$ cat src/rtl/utb_pkg.sv
`timescale 1ns/1ps
package utb_pkg;
  typedef enum logic [1:0] {
    SYNC_PASS = 2'b00,
    SYNC_ZERO = 2'b01,
    SYNC_OFF  = 2'b10
  } sync_sel_e;

  typedef enum logic {
    DIR_UP   = 1'b0,
    DIR_DOWN = 1'b1
  } dir_e;
endpackage

$ cat src/rtl/utb_period_shadow.sv
`timescale 1ns/1ps
module utb_period_shadow #(
  parameter int unsigned CNT_W   = 16,
  parameter int unsigned RST_PRD = 8
) (
  input  logic             clk_i,
  input  logic             rst_ni,
  input  logic             wr_i,
  input  logic [CNT_W-1:0] prd_i,
  input  logic             xfer_i,
  output logic [CNT_W-1:0] prd_act_o
);
  localparam logic [CNT_W-1:0] PrdInit = CNT_W'(RST_PRD);

  logic [CNT_W-1:0] shadow_q;
  logic [CNT_W-1:0] active_q;

  always_ff @(posedge clk_i or negedge rst_ni) begin
    if (!rst_ni) begin
      shadow_q <= PrdInit;
      active_q <= PrdInit;
    end else begin
      if (wr_i)   shadow_q <= prd_i;
      // transfer uses the shadow value held before this edge's write
      if (xfer_i) active_q <= shadow_q;
    end
  end

  assign prd_act_o = active_q;
endmodule

$ cat src/rtl/utb_updown_core.sv
`timescale 1ns/1ps
module utb_updown_core
  import utb_pkg::*;
#(
  parameter int unsigned CNT_W = 16
) (
  input  logic             clk_i,
  input  logic             rst_ni,
  input  logic [CNT_W-1:0] prd_act_i,
  input  logic             load_i,
  input  logic [CNT_W-1:0] phase_i,
  input  logic             phase_dir_i,
  output logic [CNT_W-1:0] cnt_o,
  output logic             dir_o,
  output logic             zero_o,
  output logic             match_o
);
  logic [CNT_W-1:0] cnt_q, cnt_d;
  dir_e             dir_q, dir_d;
  logic             at_zero, at_top;

  assign at_zero = (cnt_q == '0);
  // at-or-above covers phase loads beyond the period
  assign at_top  = (cnt_q >= prd_act_i);

  always_comb begin
    cnt_d = cnt_q;
    dir_d = dir_q;
    if (load_i) begin
      cnt_d = phase_i;
      dir_d = dir_e'(phase_dir_i);
    end else if (dir_q == DIR_UP) begin
      if (at_top) begin
        dir_d = DIR_DOWN;
        cnt_d = at_zero ? '0 : cnt_q - 1'b1;
      end else begin
        cnt_d = cnt_q + 1'b1;
      end
    end else begin
      if (at_zero) begin
        dir_d = DIR_UP;
        cnt_d = CNT_W'(1);
      end else begin
        cnt_d = cnt_q - 1'b1;
      end
    end
  end

  always_ff @(posedge clk_i or negedge rst_ni) begin
    if (!rst_ni) begin
      cnt_q <= '0;
      dir_q <= DIR_UP;
    end else begin
      cnt_q <= cnt_d;
      dir_q <= dir_d;
    end
  end

  assign cnt_o   = cnt_q;
  assign dir_o   = dir_q;
  assign zero_o  = at_zero;
  assign match_o = (cnt_q == prd_act_i);
endmodule

$ cat src/rtl/utb_sync_route.sv
`timescale 1ns/1ps
module utb_sync_route
  import utb_pkg::*;
(
  input  logic [1:0] sel_i,
  input  logic       sync_i,
  input  logic       zero_i,
  output logic       sync_o
);
  always_comb begin
    unique case (sel_i)
      SYNC_PASS: sync_o = sync_i;
      SYNC_ZERO: sync_o = zero_i;
      default:   sync_o = 1'b0;
    endcase
  end
endmodule

$ cat src/rtl/sync_pwm_timebase.sv
`timescale 1ns/1ps
module sync_pwm_timebase #(
  parameter int unsigned CNT_W   = 16,
  parameter int unsigned RST_PRD = 8
) (
  input  logic             clk_i,
  input  logic             rst_ni,
  input  logic [CNT_W-1:0] prd_i,
  input  logic             prd_wr_i,
  input  logic [CNT_W-1:0] phase_i,
  input  logic             phase_en_i,
  input  logic             phase_dir_i,
  input  logic [1:0]       sync_sel_i,
  input  logic             sync_i,
  output logic [CNT_W-1:0] cnt_o,
  output logic             dir_o,
  output logic             zero_o,
  output logic             prd_o,
  output logic             sync_o
);
  logic [CNT_W-1:0] prd_act;
  logic             load;
  logic             zero;

  assign load = sync_i & phase_en_i;

  utb_period_shadow #(.CNT_W(CNT_W), .RST_PRD(RST_PRD)) u_shadow (
    .clk_i     (clk_i),
    .rst_ni    (rst_ni),
    .wr_i      (prd_wr_i),
    .prd_i     (prd_i),
    .xfer_i    (zero),
    .prd_act_o (prd_act)
  );

  utb_updown_core #(.CNT_W(CNT_W)) u_core (
    .clk_i       (clk_i),
    .rst_ni      (rst_ni),
    .prd_act_i   (prd_act),
    .load_i      (load),
    .phase_i     (phase_i),
    .phase_dir_i (phase_dir_i),
    .cnt_o       (cnt_o),
    .dir_o       (dir_o),
    .zero_o      (zero),
    .match_o     (prd_o)
  );

  utb_sync_route u_route (
    .sel_i  (sync_sel_i),
    .sync_i (sync_i),
    .zero_i (zero),
    .sync_o (sync_o)
  );

  assign zero_o = zero;
endmodule

$ cat config.mk
export PLATFORM = sky130hd
export DESIGN_NAME = sync_pwm_timebase
export DESIGN_NICKNAME = d
export VERILOG_FILES = /design/src/rtl/utb_pkg.sv /design/src/rtl/utb_period_shadow.sv /design/src/rtl/utb_updown_core.sv /design/src/rtl/utb_sync_route.sv /design/src/rtl/sync_pwm_timebase.sv
export SDC_FILE = /design/constraint.sdc
export NUM_CORES = 1
export LEC_CHECK = 0
export BUFFER_PORTS_ARGS = -buffer_cell sky130_fd_sc_hd__buf_4
export CORE_MARGIN = 5
export CORE_UTILIZATION = 45
export DETAILED_ROUTE_END_ITERATION = 10
export PLACE_DENSITY = 0.69
export SYNTH_ARGS = -nofsm -noshare
export SYNTH_HDL_FRONTEND = slang
export SYNTH_HIERARCHICAL = 1
export SYNTH_SLANG_ARGS = --single-unit
$ cat constraint.sdc
create_clock -name clk_i -period 2.2 [get_ports clk_i]
set_input_delay 0 -clock clk_i [delete_from_list [all_inputs] [get_ports clk_i]]
set_output_delay 0 -clock clk_i [all_outputs]
set_load 0.02 [all_outputs]
; Word level (Yosys, flattened, before mapping)
; Index checks and enable logic that the tools add are counted.
[classes]
n_addsub = 2
n_lt_le_gt_ge = 1
eq_ne = 2
mux = 10
n_bitwise = 1
reduce_logical = 2
[op_table]
columns = cell, count
row1 = 2-to-1 mux 16 bit, 5
row2 = "adder 16 x 1 -> 16 bit, second input constant", 1
row3 = equality test 16 bit, 1
row4 = >= comparator 16 bit, 1
row5 = zero test 16 bit, 1
row6 = "subtractor 16 x 1 -> 16 bit, second input constant", 1
row7 = 2-to-1 mux 1 bit, 4
row8 = "equality test 2 x 1 -> 1 bit, second input constant", 1
row9 = zero test 2 bit, 1
row10 = case mux 1 bit (2 select lines), 1
row11 = AND 1 bit, 1
[totals]
ff_bits = 49
out_inout_bits = 20
elab_cells = 22

; Longest topological paths before layout
; Gate-level depths: netlist of the first run.
[logic_depth]
word_depth = 5
ltp_mapped = 9
mapped_depth_nobuf = 8

; By module
; Netlist of the first run, hierarchy kept.
[modules_own_cells]
columns = mod, n_inst, cells_per_inst, area_per_inst_um2, seq_area_each_um2
row1 = utb_updown_core, 1, 232, 1878.1, 425.4
row2 = utb_period_shadow, 1, 68, 1301.2, 803.3
row3 = utb_sync_route, 1, 2, 13.8, 0.0
row4 = sync_pwm_timebase, 1, 1, 6.3, 0.0

; Least setup slack after synthesis of the first run
; Ideal clock, no wire load.
[synth_timing]
kind = reg-to-reg
startpoint = register u_core.cnt_q[0] (netlist: u_core/cnt_o[0])
endpoint = register u_shadow.active_q[10] (netlist: u_shadow/prd_act_o[10])
setup_time_ns = 0.125
t_arrival_ns = 2.485
slack_ns = -0.410
path_stages_with_launch = 10
cell_sequence = dfrtp_1 > inv_1 > ha_1 > nor4b_1 > nand3_1 > nor3_1 > buf_2 > buf_6 > buf_12 > mux2_4
[synth_via]
elab_chain_cells = 1
[synth_lines]
columns = element, line_no
row1 = "start, declared", utb_updown_core.sv:18  ; logic [CNT_W-1:0] cnt_q, cnt_d;
row2 = "start signal, assigned", utb_updown_core.sv:54  ; cnt_q <= cnt_d;
row3 = zero test 16 bit, utb_updown_core.sv:22  ; assign at_zero = (cnt_q == '0);
row4 = via zero_o, sync_pwm_timebase.sv:17  ; output logic zero_o,
row5 = "end signal, assigned", utb_period_shadow.sv:21  ; active_q <= PrdInit;
row6 = "end signal, assigned", utb_period_shadow.sv:25  ; if (xfer_i) active_q <= shadow_q;
row7 = "end, declared", utb_period_shadow.sv:16  ; logic [CNT_W-1:0] active_q;
; The timed path passes the listed nets, and every way through them passes these cells.
; A chain may end at the register's enable or synchronous reset.

; Worst setup path after layout of the first run
[layout_timing]
startpoint = register u_core.cnt_q[11] (netlist: u_core/cnt_o[11])
endpoint = register u_core.cnt_q[14] (netlist: u_core/cnt_o[14])
[layout_via]
elab_chain_cells = 5
elab_cells_between_ends = 9
cone_classes = add/sub (2) / order compare (1) / mux (5) / reduce/logical (1)
[layout_lines]
columns = element, line_no
row1 = subtractor 16 x 1 -> 16 bit / zero test 16 bit (equally long branches), "utb_updown_core.sv:35, utb_updown_core.sv:44, utb_updown_core.sv:22"
row2 = 2-to-1 mux 16 bit, utb_updown_core.sv:35  ; cnt_d = at_zero ? '0 : cnt_q - 1'b1;
row3 = 2-to-1 mux 16 bit, utb_updown_core.sv:33  ; if (at_top) begin
row4 = 2-to-1 mux 16 bit *, utb_updown_core.sv:32  ; end else if (dir_q == DIR_UP) begin
row5 = 2-to-1 mux 16 bit *, utb_updown_core.sv:29  ; if (load_i) begin
row6 = via u_core.cnt_d[14], utb_updown_core.sv:18
; Mark *: on every way through the listed nets, which the timed path passes. The rest lies on a longest branch.

==> flow_metrics.py, run 1 <==
metrics = {
    "status": {
        "status": "finished, violations left",
        "violations": "setup timing",
    },
    "clock_network": {
        "cts_buffers": 5,
        "clock_latency_ns": 0.31,
        "clk_pin_slew_worst_paths_ns": 0.10,
        "cts_tree": "built",
        "htreeDepth": 2,
        "clk_root_buffer_cell": "clkbuf_8",
        "cts_buffer_depth": 2,
        "clock-sinks": 49,
    },
    "setup_path": {
        "worst-setup-path-type": "flip-flop to flip-flop",
        "cp-start-kind": "flip-flop",
        "rrSetupSlack_ns": -0.28,
        "cp_max_fo": 11,
        "cp-endpoint": "u_core/cnt_o[14]",
        "reg2reg_from": "u_core/cnt_o[11]",
        "worstPathCellList": "ha_4, nand4_1, or4_4, a221o_1, and3_4, buf_4, mux2i_1, o21ai_1",
        "path_depth": 8,
        "crit_slowest_cell": "or4_4",
        "cp_data_arrival_time_ns": 2.67,
        "reg2reg_depth": 8,
        "cpPeakStageDelay_ns": 0.54,
        "cpLargestDelayFamily": "simple AND/OR/NAND/NOR gates",
        "crit_required_ns": 2.39,
        "cp-end-kind": "flip-flop",
        "reg2reg_to": "u_core/cnt_o[14]",
        "critPathBufInv": 1,
        "crit_start": "u_core/cnt_o[11]",
    },
    "route": {
        "via_count": 2771,
        "vias_per_cell": 5.278,
        "wire_per_inst_um": 16.44,
        "drtAntennaViolNets": 0,
        "drt_iter0_markers": 152,
        "drc": 0,
        "drt_pass1_iterations": 6,
        "wl_mm": 8.629,
    },
    "die": {
        "die_y_um": 94.32,
        "core-area_um2": 6869,
        "boundaryPins": 60,
        "rows": 30,
        "die_w_um": 94.32,
        "die_area_um2": 8896,
        "initial_core_util_pct": 46.58,
    },
    "power": {
        "power_density_nw_per_um2": 1027,
        "swShare_pct": 42.04,
        "leakage_nw": 2.040,
        "p_comb_share_pct": 60.1,
        "clkPwrFrac_pct": 12.5,
        "p_int_w": 0.002735,
        "ir_drop_uv": 551.8,
        "total_power_w": 0.004718,
        "power_frac_seq_pct": 27.4,
        "switchingPower_w": 0.001983,
    },
    "timing": {
        "post-route-period-util_pct": 112.8,
        "max_freq_ghz": 0.4029,
        "period_needed_ns": 2.482,
        "drv_slew": 0,
        "setup_ws_ns": -0.2820,
        "setup_viol": 16,
        "rsz0062_at_grt": "true",
        "worst_slew_pin_slew_ns": 0.6242,
        "finalClockSkew_ns": 0.004036,
        "finalHoldViolations": 0,
        "slew_headroom_pct": 58.39,
    },
    "layout": {
        "antenna_cells": 0,
        "post-route-util_pct": 66.89,
        "n_fill_cell": 557,
        "mostFrequentLayoutCells": "buf_4 (96), dfrtp_1 (40), dlygate4sd3_1 (34)",
        "drive_above_1_share_pct": 42.66,
        "multi_input_area_um2": 1933,
        "fin_nets": 487,
        "syn_to_final_growth_pct": 43.61,
        "final_common_cell": "buf_4",
        "seq_area_um2": 1237,
    },
    "synthesis": {
        "syn_area_um2": 3199,
        "synth_cell_types": 48,
        "synth_seq_cells": 49,
        "async_reset_ff_share_pct": 100.0,
        "syn_nets": 362,
        "ys.flop_type": "dfrtp_1",
        "yosysSeqAreaShare_pct": 38.40,
        "syn_avg_cell_area_um2": 10.56,
        "yosys_warnings": 6,
        "synth_cells": 303,
        "synth_edf_count": 0,
    },
    "place": {
        "io_buffers": 59,
        "place_ws_ns": -0.3708,
        "gp_congestion": 0.9017,
        "dpl.hpwl_mm": 6.094,
    },
    "run": {
        "maxCapViolCount": 0,
    },
    "global_route": {
        "grt_start_max_net_pins": 50,
        "grt_pass1_vias": 2858,
        "grt_pass1_wl_mm": 14.02,
        "grt_use_total_pct": 20.21,
        "globalRouteOverflowTotal": 0,
        "antenna_found_initial": 0,
    },
    "hold_path": {
        "worstHoldPathType": "primary input to flip-flop",
    },
}
## flip-flops by register name, summed over array words and instances (netlist names)
name                count
u_core/dir_o            1
u_core/cnt_o           16
u_shadow/shadow_q      16
u_shadow/prd_act_o     16
## timing repair
item                       CTS  global route
gates resized for setup      7            11
setup buffers                2             4
setup endpoints to repair   17            36
hold endpoints to repair    79             1
pin swaps                    2             7
hold buffers                33             1
gates cloned                 1             0
## power groups by stage
stage,clock network (W),registers (W),logic [W]
final,0.000589,0.00129,0.00284
after global routing,0.000643,0.00131,0.00309
after CTS,0.000605,0.00129,0.00271
after detailed placement,0,0.00130,0.00258
after global placement,0,0.00130,0.00250
after floorplan,0,0.00152,0.00141
## cell type report
class / instances / area share, %
timing repair buffer: 135 / 24.51
tap: 96 / 2.614
clock inverter: 2 / 0.3540
multi-input combinational: 216 / 42.08
clock buffer: 6 / 1.797
sequential: 49 / 26.93
inverter: 21 / 1.716
## routing by layer
layer | share of wire [%] | global-route usage (%) | up-vias
met5 | 0 | 0 | -
met4 | 1.2 | 5.415 | 0
met3 | 5.8 | 4.247 | 11
met2 | 50 | 35.93 | 92
met1 | 43 | 24.71 | 1334
li1 | - | - | 1334
## cells by family (layout without fill, tap and decap cells)
| kind of cell | Yosys count | in the layout | synth area share, % |
|---|---|---|---|
| adder cells (fa/ha/maj) | 19 | 19 | 7.431 |
| AND/OR/NAND/NOR | 91 | 92 | 15.84 |
| AO/OA/AOI/OAI | 45 | 45 | 9.855 |
| flip-flops | 49 | 49 | 38.40 |
| buffers and inverters | 39 | 164 | 6.727 |
| XOR/XNOR | 19 | 19 | 5.201 |
| multiplexers | 41 | 41 | 16.54 |
## cells in the mapped netlist, drive strengths merged (2+ instances only)
master  number  share of area, %
nor2b        3              0.59
nor4        11               3.4
a211oi       2              0.47
nor2        22               2.6
o31ai        2              0.47
dfrtp       47                37
o21ai       14               2.2
clkbuf       7              0.82
nor3         7               1.1
mux2i        6               1.9
a21oi        9               1.4
mux2        35                15
xnor2       12               3.3
nand2       18               2.1
inv         21               2.5
a221o        8               2.5
ha          19               7.4
nand3       11               1.7
or4          2              0.59
dfstp        2               1.6
o21a         2              0.47
nand4        6               1.4
xor2         7               1.9
buf         11               3.4
and3         7               1.5
## how the worst min path moves through the flow
stage / start / end / slack [ns] / cells after the start
floorplan: rst_ni / u_core/cnt_o[0] / -0.30 / 0
global placement: rst_ni / u_shadow/shadow_q[10] / 0.06 / 1
detailed placement: rst_ni / u_shadow/shadow_q[10] / 0.06 / 1
CTS: phase_i[0] / u_core/cnt_o[0] / 0.002 / 3
global route: prd_wr_i / u_shadow/shadow_q[4] / 0.13 / 2
finish: prd_wr_i / u_shadow/shadow_q[4] / 0.13 / 2
## through the flow
stage,hold WS (ns),setup TNS [ns],std cells,area [um2]
floorplan,-0.2956,-3.014,303,3323
global placement,0.06009,-2.596,476,4021
detailed placement,0.06400,-3.270,476,4021
CTS,0.002227,-3.539,520,4506
global route,0.1343,-5.136,525,4594
finish,0.1347,-3.655,525,4594
(Power assumes the default switching activity.)
==> run 2, diff against run 1 <==
Settings changed: PLACE_DENSITY 0.69 to not set, PLACE_DENSITY_LB_ADDON set to 0.2.
==> run 2 against run 1 <==
The flow still finishes with violations (setup timing). First-iteration DRC count up 22%. Final cell count up 0.19%. Global-route usage up 0.32 points. Total power up 1.5%. Sequential cell count unchanged. Non-clock buffer count unchanged. Utilization up 0.82 points. Sequential power about the same. Clock-buffer cell count unchanged. Critical path type unchanged. Highest routed layer unchanged.
==> flow_metrics.py, run 2 (synthesis results as in run 1) <==
metrics = {
    "status": {
        "status": "finished, violations left",
        "violations": "setup timing",
    },
    "route": {
        "via_count": 2829,
        "wire_per_inst_um": 17.04,
        "drc": 0,
        "drt_pass1_iterations": 6,
        "drt_iter0_markers": 185,
        "vias_per_cell": 5.378,
        "drtAntennaViolNets": 0,
        "wl_mm": 8.963,
    },
    "die": {
        "boundaryPins": 60,
        "die_y_um": 94.32,
        "die_area_um2": 8896,
        "die_w_um": 94.32,
        "rows": 30,
        "core-area_um2": 6869,
        "initial_core_util_pct": 46.58,
    },
    "layout": {
        "final_common_cell": "buf_4",
        "antenna_cells": 0,
        "post-route-util_pct": 67.70,
        "fin_nets": 488,
        "design_area_um2": 4651,
        "finalNonFillerCells": 526,
        "multi_input_area_um2": 1939,
        "syn_to_final_growth_pct": 45.37,
        "mostFrequentLayoutCells": "buf_4 (94), dfrtp_1 (40), dlygate4sd3_1 (34)",
        "seq_area_um2": 1237,
        "drive_above_1_share_pct": 42.09,
        "n_fill_cell": 554,
    },
    "timing": {
        "slew_headroom_pct": 57.59,
        "worst_slew_pin_slew_ns": 0.6362,
        "setup_ws_ns": -0.2901,
        "drv_slew": 0,
        "rsz0062_at_grt": "true",
        "setup_viol": 15,
        "max_freq_ghz": 0.4016,
        "period_needed_ns": 2.490,
        "finalHoldViolations": 0,
        "finalClockSkew_ns": 0.01019,
        "post-route-period-util_pct": 113.2,
    },
    "place": {
        "dp_cells": 477,
        "place_ws_ns": -0.3230,
        "gp_congestion": 0.8851,
        "dpl.hpwl_mm": 6.138,
        "placed_area_um2": 4029,
        "io_buffers": 59,
    },
    "setup_path": {
        "cp-end-kind": "flip-flop",
        "cp-start-kind": "flip-flop",
        "crit_required_ns": 2.44,
        "reg2reg_from": "u_shadow/prd_act_o[9]",
        "rrSetupSlack_ns": -0.29,
        "cp_max_fo": 6,
        "reg2reg_depth": 8,
        "cp_data_arrival_time_ns": 2.73,
        "crit_start": "u_shadow/prd_act_o[9]",
        "worst-setup-path-type": "flip-flop to flip-flop",
    },
    "clock_network": {
        "clock-sinks": 49,
        "htreeDepth": 2,
        "cts_buffer_depth": 2,
        "cts_tree": "built",
        "cts_buffers": 5,
        "clk_pin_slew_worst_paths_ns": 0.09,
        "clock_latency_ns": 0.31,
        "clk_root_buffer_cell": "clkbuf_8",
    },
    "global_route": {
        "grt_use_total_pct": 20.53,
        "grt_pass1_wl_mm": 14.29,
        "antenna_found_initial": 0,
        "globalRouteOverflowTotal": 0,
        "grt_start_max_net_pins": 50,
        "grt_pass1_vias": 2872,
    },
    "power": {
        "power_density_nw_per_um2": 1030,
        "ir_drop_uv": 473.2,
        "total_power_w": 0.004790,
        "leakage_nw": 2.069,
    },
    "hold_path": {
        "min_from": "prd_wr_i",
        "min_path_cells": 2,
        "worstHoldPathType": "primary input to flip-flop",
    },
    "run": {
        "maxCapViolCount": 0,
    },
}
-- run 2: cell types whose count changed in the layout (fill, tap and decap cells not counted), sizes merged --
cell,before,now
and3,8,9
bufinv,0,1
clkbuf,6,7
clkinvlp,1,0
clkinv,0,1
inv,22,21
buf,101,100
-- run 2: power breakdown --
part	total [W]	switching (W)	internal (W)
combinational	0.00284	0.00148	0.00136
sequential	0.00129	0.000183	0.00110
clock	0.000663	0.000321	0.000342
-- run 2: repair_timing --
action / in CTS / in global routing
setup buffers: 2 / 2
gates cloned: 2 / 1
setup endpoints to repair: 16 / 21
pin swaps: 1 / 5
endpoints found under the hold margin: 80 / 0
hold buffers: 34 / 0
resized for setup: 6 / 14
-- run 2: area by class of cell --
cell class                      instances  area share [%]
Sequential cell                        49           26.61
Tap cell                               96           2.583
Clock buffer                            6           1.560
Timing Repair Buffer                  135           25.02
Clock inverter                          2          0.8340
Inverter                               21           1.695
Multi-Input combinational cell        217           41.70
-- run 2: path summary, 6_finish.rpt --
kind                                     endpoint
hold / removal               u_shadow/shadow_q[6]
min in group asynchronous  u_shadow/prd_act_o[14]
max in group asynchronous        u_core/cnt_o[13]
hold reg to reg             u_shadow/shadow_q[13]
setup reg to reg                  u_core/cnt_o[6]
setup / recovery                  u_core/cnt_o[6]
-- run 2: critical path, cell delays in order (launching register included) --
cell and delay [ns]:
dfrtp_1 0.36, inv_1 0.05, ha_1 0.30, nand4_1 0.15, or4_4 0.55, a221o_1 0.36
and3_4 0.26, nor4_4 0.24, a221o_1 0.16
-- run 2: metrics by stage --
stage                     setup TNS [ns]  hold slack, ns
after detailed placement          -3.424         0.06947
after floorplan                   -3.014         -0.2956
after global placement            -2.649         0.06594
after CTS                         -3.874          0.1420
final                             -3.664          0.1417
after global routing              -5.199          0.1409
-- run 2: metal layers --
metal / part of all wire (%) / up-vias / global-route usage (%)
li1: - / 1350 / -
met1: 44 / 1335 / 27.49
met3: 6.2 / 17 / 3.285
met4: 2.1 / 0 / 6.498
met5: 0 / - / 0
met2: 48 / 127 / 33.92
==> run 3, diff against run 2 <==
Settings changed: CTS_CLUSTER_SIZE set to 10, REMOVE_ABC_BUFFERS set to 1.
==> run 3 against run 2 <==
The run still ends with setup timing left. First-iteration DRC count is 19% lower. Utilization grew 0.91 points. Register-to-register slack is essentially flat. Setup slack better by 0.0075 ns. Clock skew shrank 0.0055 ns. Global-route usage down 0.64 points. Sequential cell count did not move. Design area rose by 1.3%. Largest cell class unchanged. Highest routed layer unchanged.
==> flow_metrics.py, run 3 (synthesis results as in run 1) <==
metrics = {
    "status": {
        "status": "finished, violations left",
        "violations": "setup timing",
    },
    "power": {
        "ir_drop_uv": 431.6,
        "leakage_nw": 2.121,
        "power_density_nw_per_um2": 1020,
    },
    "layout": {
        "design_area_um2": 4713,
        "syn_to_final_growth_pct": 47.32,
        "fin_nets": 499,
        "final_common_cell": "buf_4",
        "mostFrequentLayoutCells": "buf_4 (103), dfrtp_1 (46), dlygate4sd3_1 (34)",
        "antenna_cells": 0,
        "drive_above_1_share_pct": 42.63,
    },
    "setup_path": {
        "reg2reg_from": "u_core/cnt_o[13]",
        "worst-setup-path-type": "flip-flop to flip-flop",
        "rrSetupSlack_ns": -0.28,
        "crit_start": "u_core/cnt_o[13]",
        "cp-end-kind": "flip-flop",
        "reg2reg_to": "u_core/cnt_o[12]",
        "cp-start-kind": "flip-flop",
        "cp_max_fo": 6,
        "cp_data_arrival_time_ns": 2.66,
        "crit_required_ns": 2.38,
        "reg2reg_depth": 6,
    },
    "route": {
        "drtAntennaViolNets": 0,
        "drt_iter0_markers": 149,
        "drt_pass1_iterations": 4,
        "via_count": 2818,
        "wire_per_inst_um": 15.98,
        "wl_mm": 8.580,
        "drc": 0,
        "vias_per_cell": 5.248,
    },
    "timing": {
        "post-route-period-util_pct": 112.8,
        "worst_slew_pin_slew_ns": 0.6342,
        "rsz0062_at_grt": "true",
        "setup_viol": 17,
        "max_freq_ghz": 0.4028,
        "finalHoldViolations": 0,
        "slew_headroom_pct": 57.72,
        "finalClockSkew_ns": 0.004646,
        "setup_ws_ns": -0.2826,
        "drv_slew": 0,
        "period_needed_ns": 2.483,
    },
    "clock_network": {
        "cts_buffer_depth": 2,
        "clock-sinks": 49,
        "clock_latency_ns": 0.30,
        "cts_buffers": 5,
        "cts_tree": "built",
        "clk_root_buffer_cell": "clkbuf_8",
        "htreeDepth": 2,
        "clk_pin_slew_worst_paths_ns": 0.09,
    },
    "place": {
        "dpl.hpwl_mm": 5.800,
        "place_ws_ns": -0.3868,
        "gp_congestion": 0.8484,
        "placed_area_um2": 3969,
        "io_buffers": 59,
    },
    "hold_path": {
        "hold_end": "u_shadow/shadow_q[6]",
        "min_from": "prd_wr_i",
        "worstHoldPathType": "primary input to flip-flop",
        "min_path_cells": 2,
    },
    "global_route": {
        "grt_use_total_pct": 19.90,
        "grt_pass1_wl_mm": 13.94,
        "globalRouteOverflowTotal": 0,
        "grt_start_max_net_pins": 50,
        "antenna_found_initial": 0,
        "grt_pass1_vias": 2818,
    },
    "die": {
        "rows": 30,
        "core-area_um2": 6869,
        "die_area_um2": 8896,
        "initial_core_util_pct": 46.58,
        "boundaryPins": 60,
        "die_w_um": 94.32,
        "die_y_um": 94.32,
    },
    "run": {
        "maxCapViolCount": 0,
    },
}
-- run 3: worst max-delay path by stage --
stage | slack, ns | end
6_report | -0.28 | u_core/cnt_o[12]
5_1_grt | -0.33 | u_core/cnt_o[13]
4_1_cts | -0.26 | u_core/cnt_o[12]
3_5_place_dp | -0.39 | u_core/cnt_o[4]
3_3_place_gp | -0.29 | u_core/cnt_o[4]
2_1_floorplan | -2.71 | u_core/dir_o
-- run 3: area by class of cell --
cell class	instances	area [um2]
inverters	21	78.83
clock buffers	7	86.33
well taps	96	120.1
multi-input cells	217	1967
fillers	556	2156
repair buffers	146	1224
clock inverters	1	7.507
flip-flops and latches	49	1230
-- run 3: worst max-delay path, stage by stage, from the launching register on --
cell     delay [ns]
dfrtp_1        0.44
ha_4           0.31
nand4_4        0.08
or4_4          0.54
a221o_1        0.38
and3_4         0.27
a221o_1        0.33
-- run 3: what timing repair did --
action | in CTS | in global routing
resized for setup | 27 | 14
buffers inserted | 2 | 6
hold buffers | 34 | 0
endpoints found under the hold margin | 80 | 0
endpoints found under the setup margin | 25 | 28
cloned | 2 | 0
pin swaps | 6 | 10
-- run 3: through the flow --
step	TNS (ns)	hold slack (ns)	power [W]	std cells	utilization [%]
5_1_grt	-4.794	0.1439	0.005133	537	68.62
6_report	-3.738	0.1456	0.004808	537	68.62
3_3_place_gp	-3.447	0.06187	0.003695	485	57.78
2_1_floorplan	-72.76	-0.2956	0.002707	285	-
3_5_place_dp	-4.065	0.06626	0.003745	485	57.78
4_1_cts	-3.158	0.1441	0.004629	531	66.76
-- run 3: routing by layer --
metal	global-route usage (%)	up-vias	part of all wire, %
met5	0	-	0
met4	5.415	0	1.7
met3	2.724	11	4.3
met2	33.57	90	48
met1	26.72	1351	46
li1	-	1366	-
-- run 3: report_power, final --
| group | switching, W | internal (W) | leakage (nW) |
|---|---|---|---|
| registers | 0.000220 | 0.00110 | 0.610 |
| logic | 0.00150 | 0.00143 | 1.47 |
| clock network | 0.000303 | 0.000256 | 0.0445 |
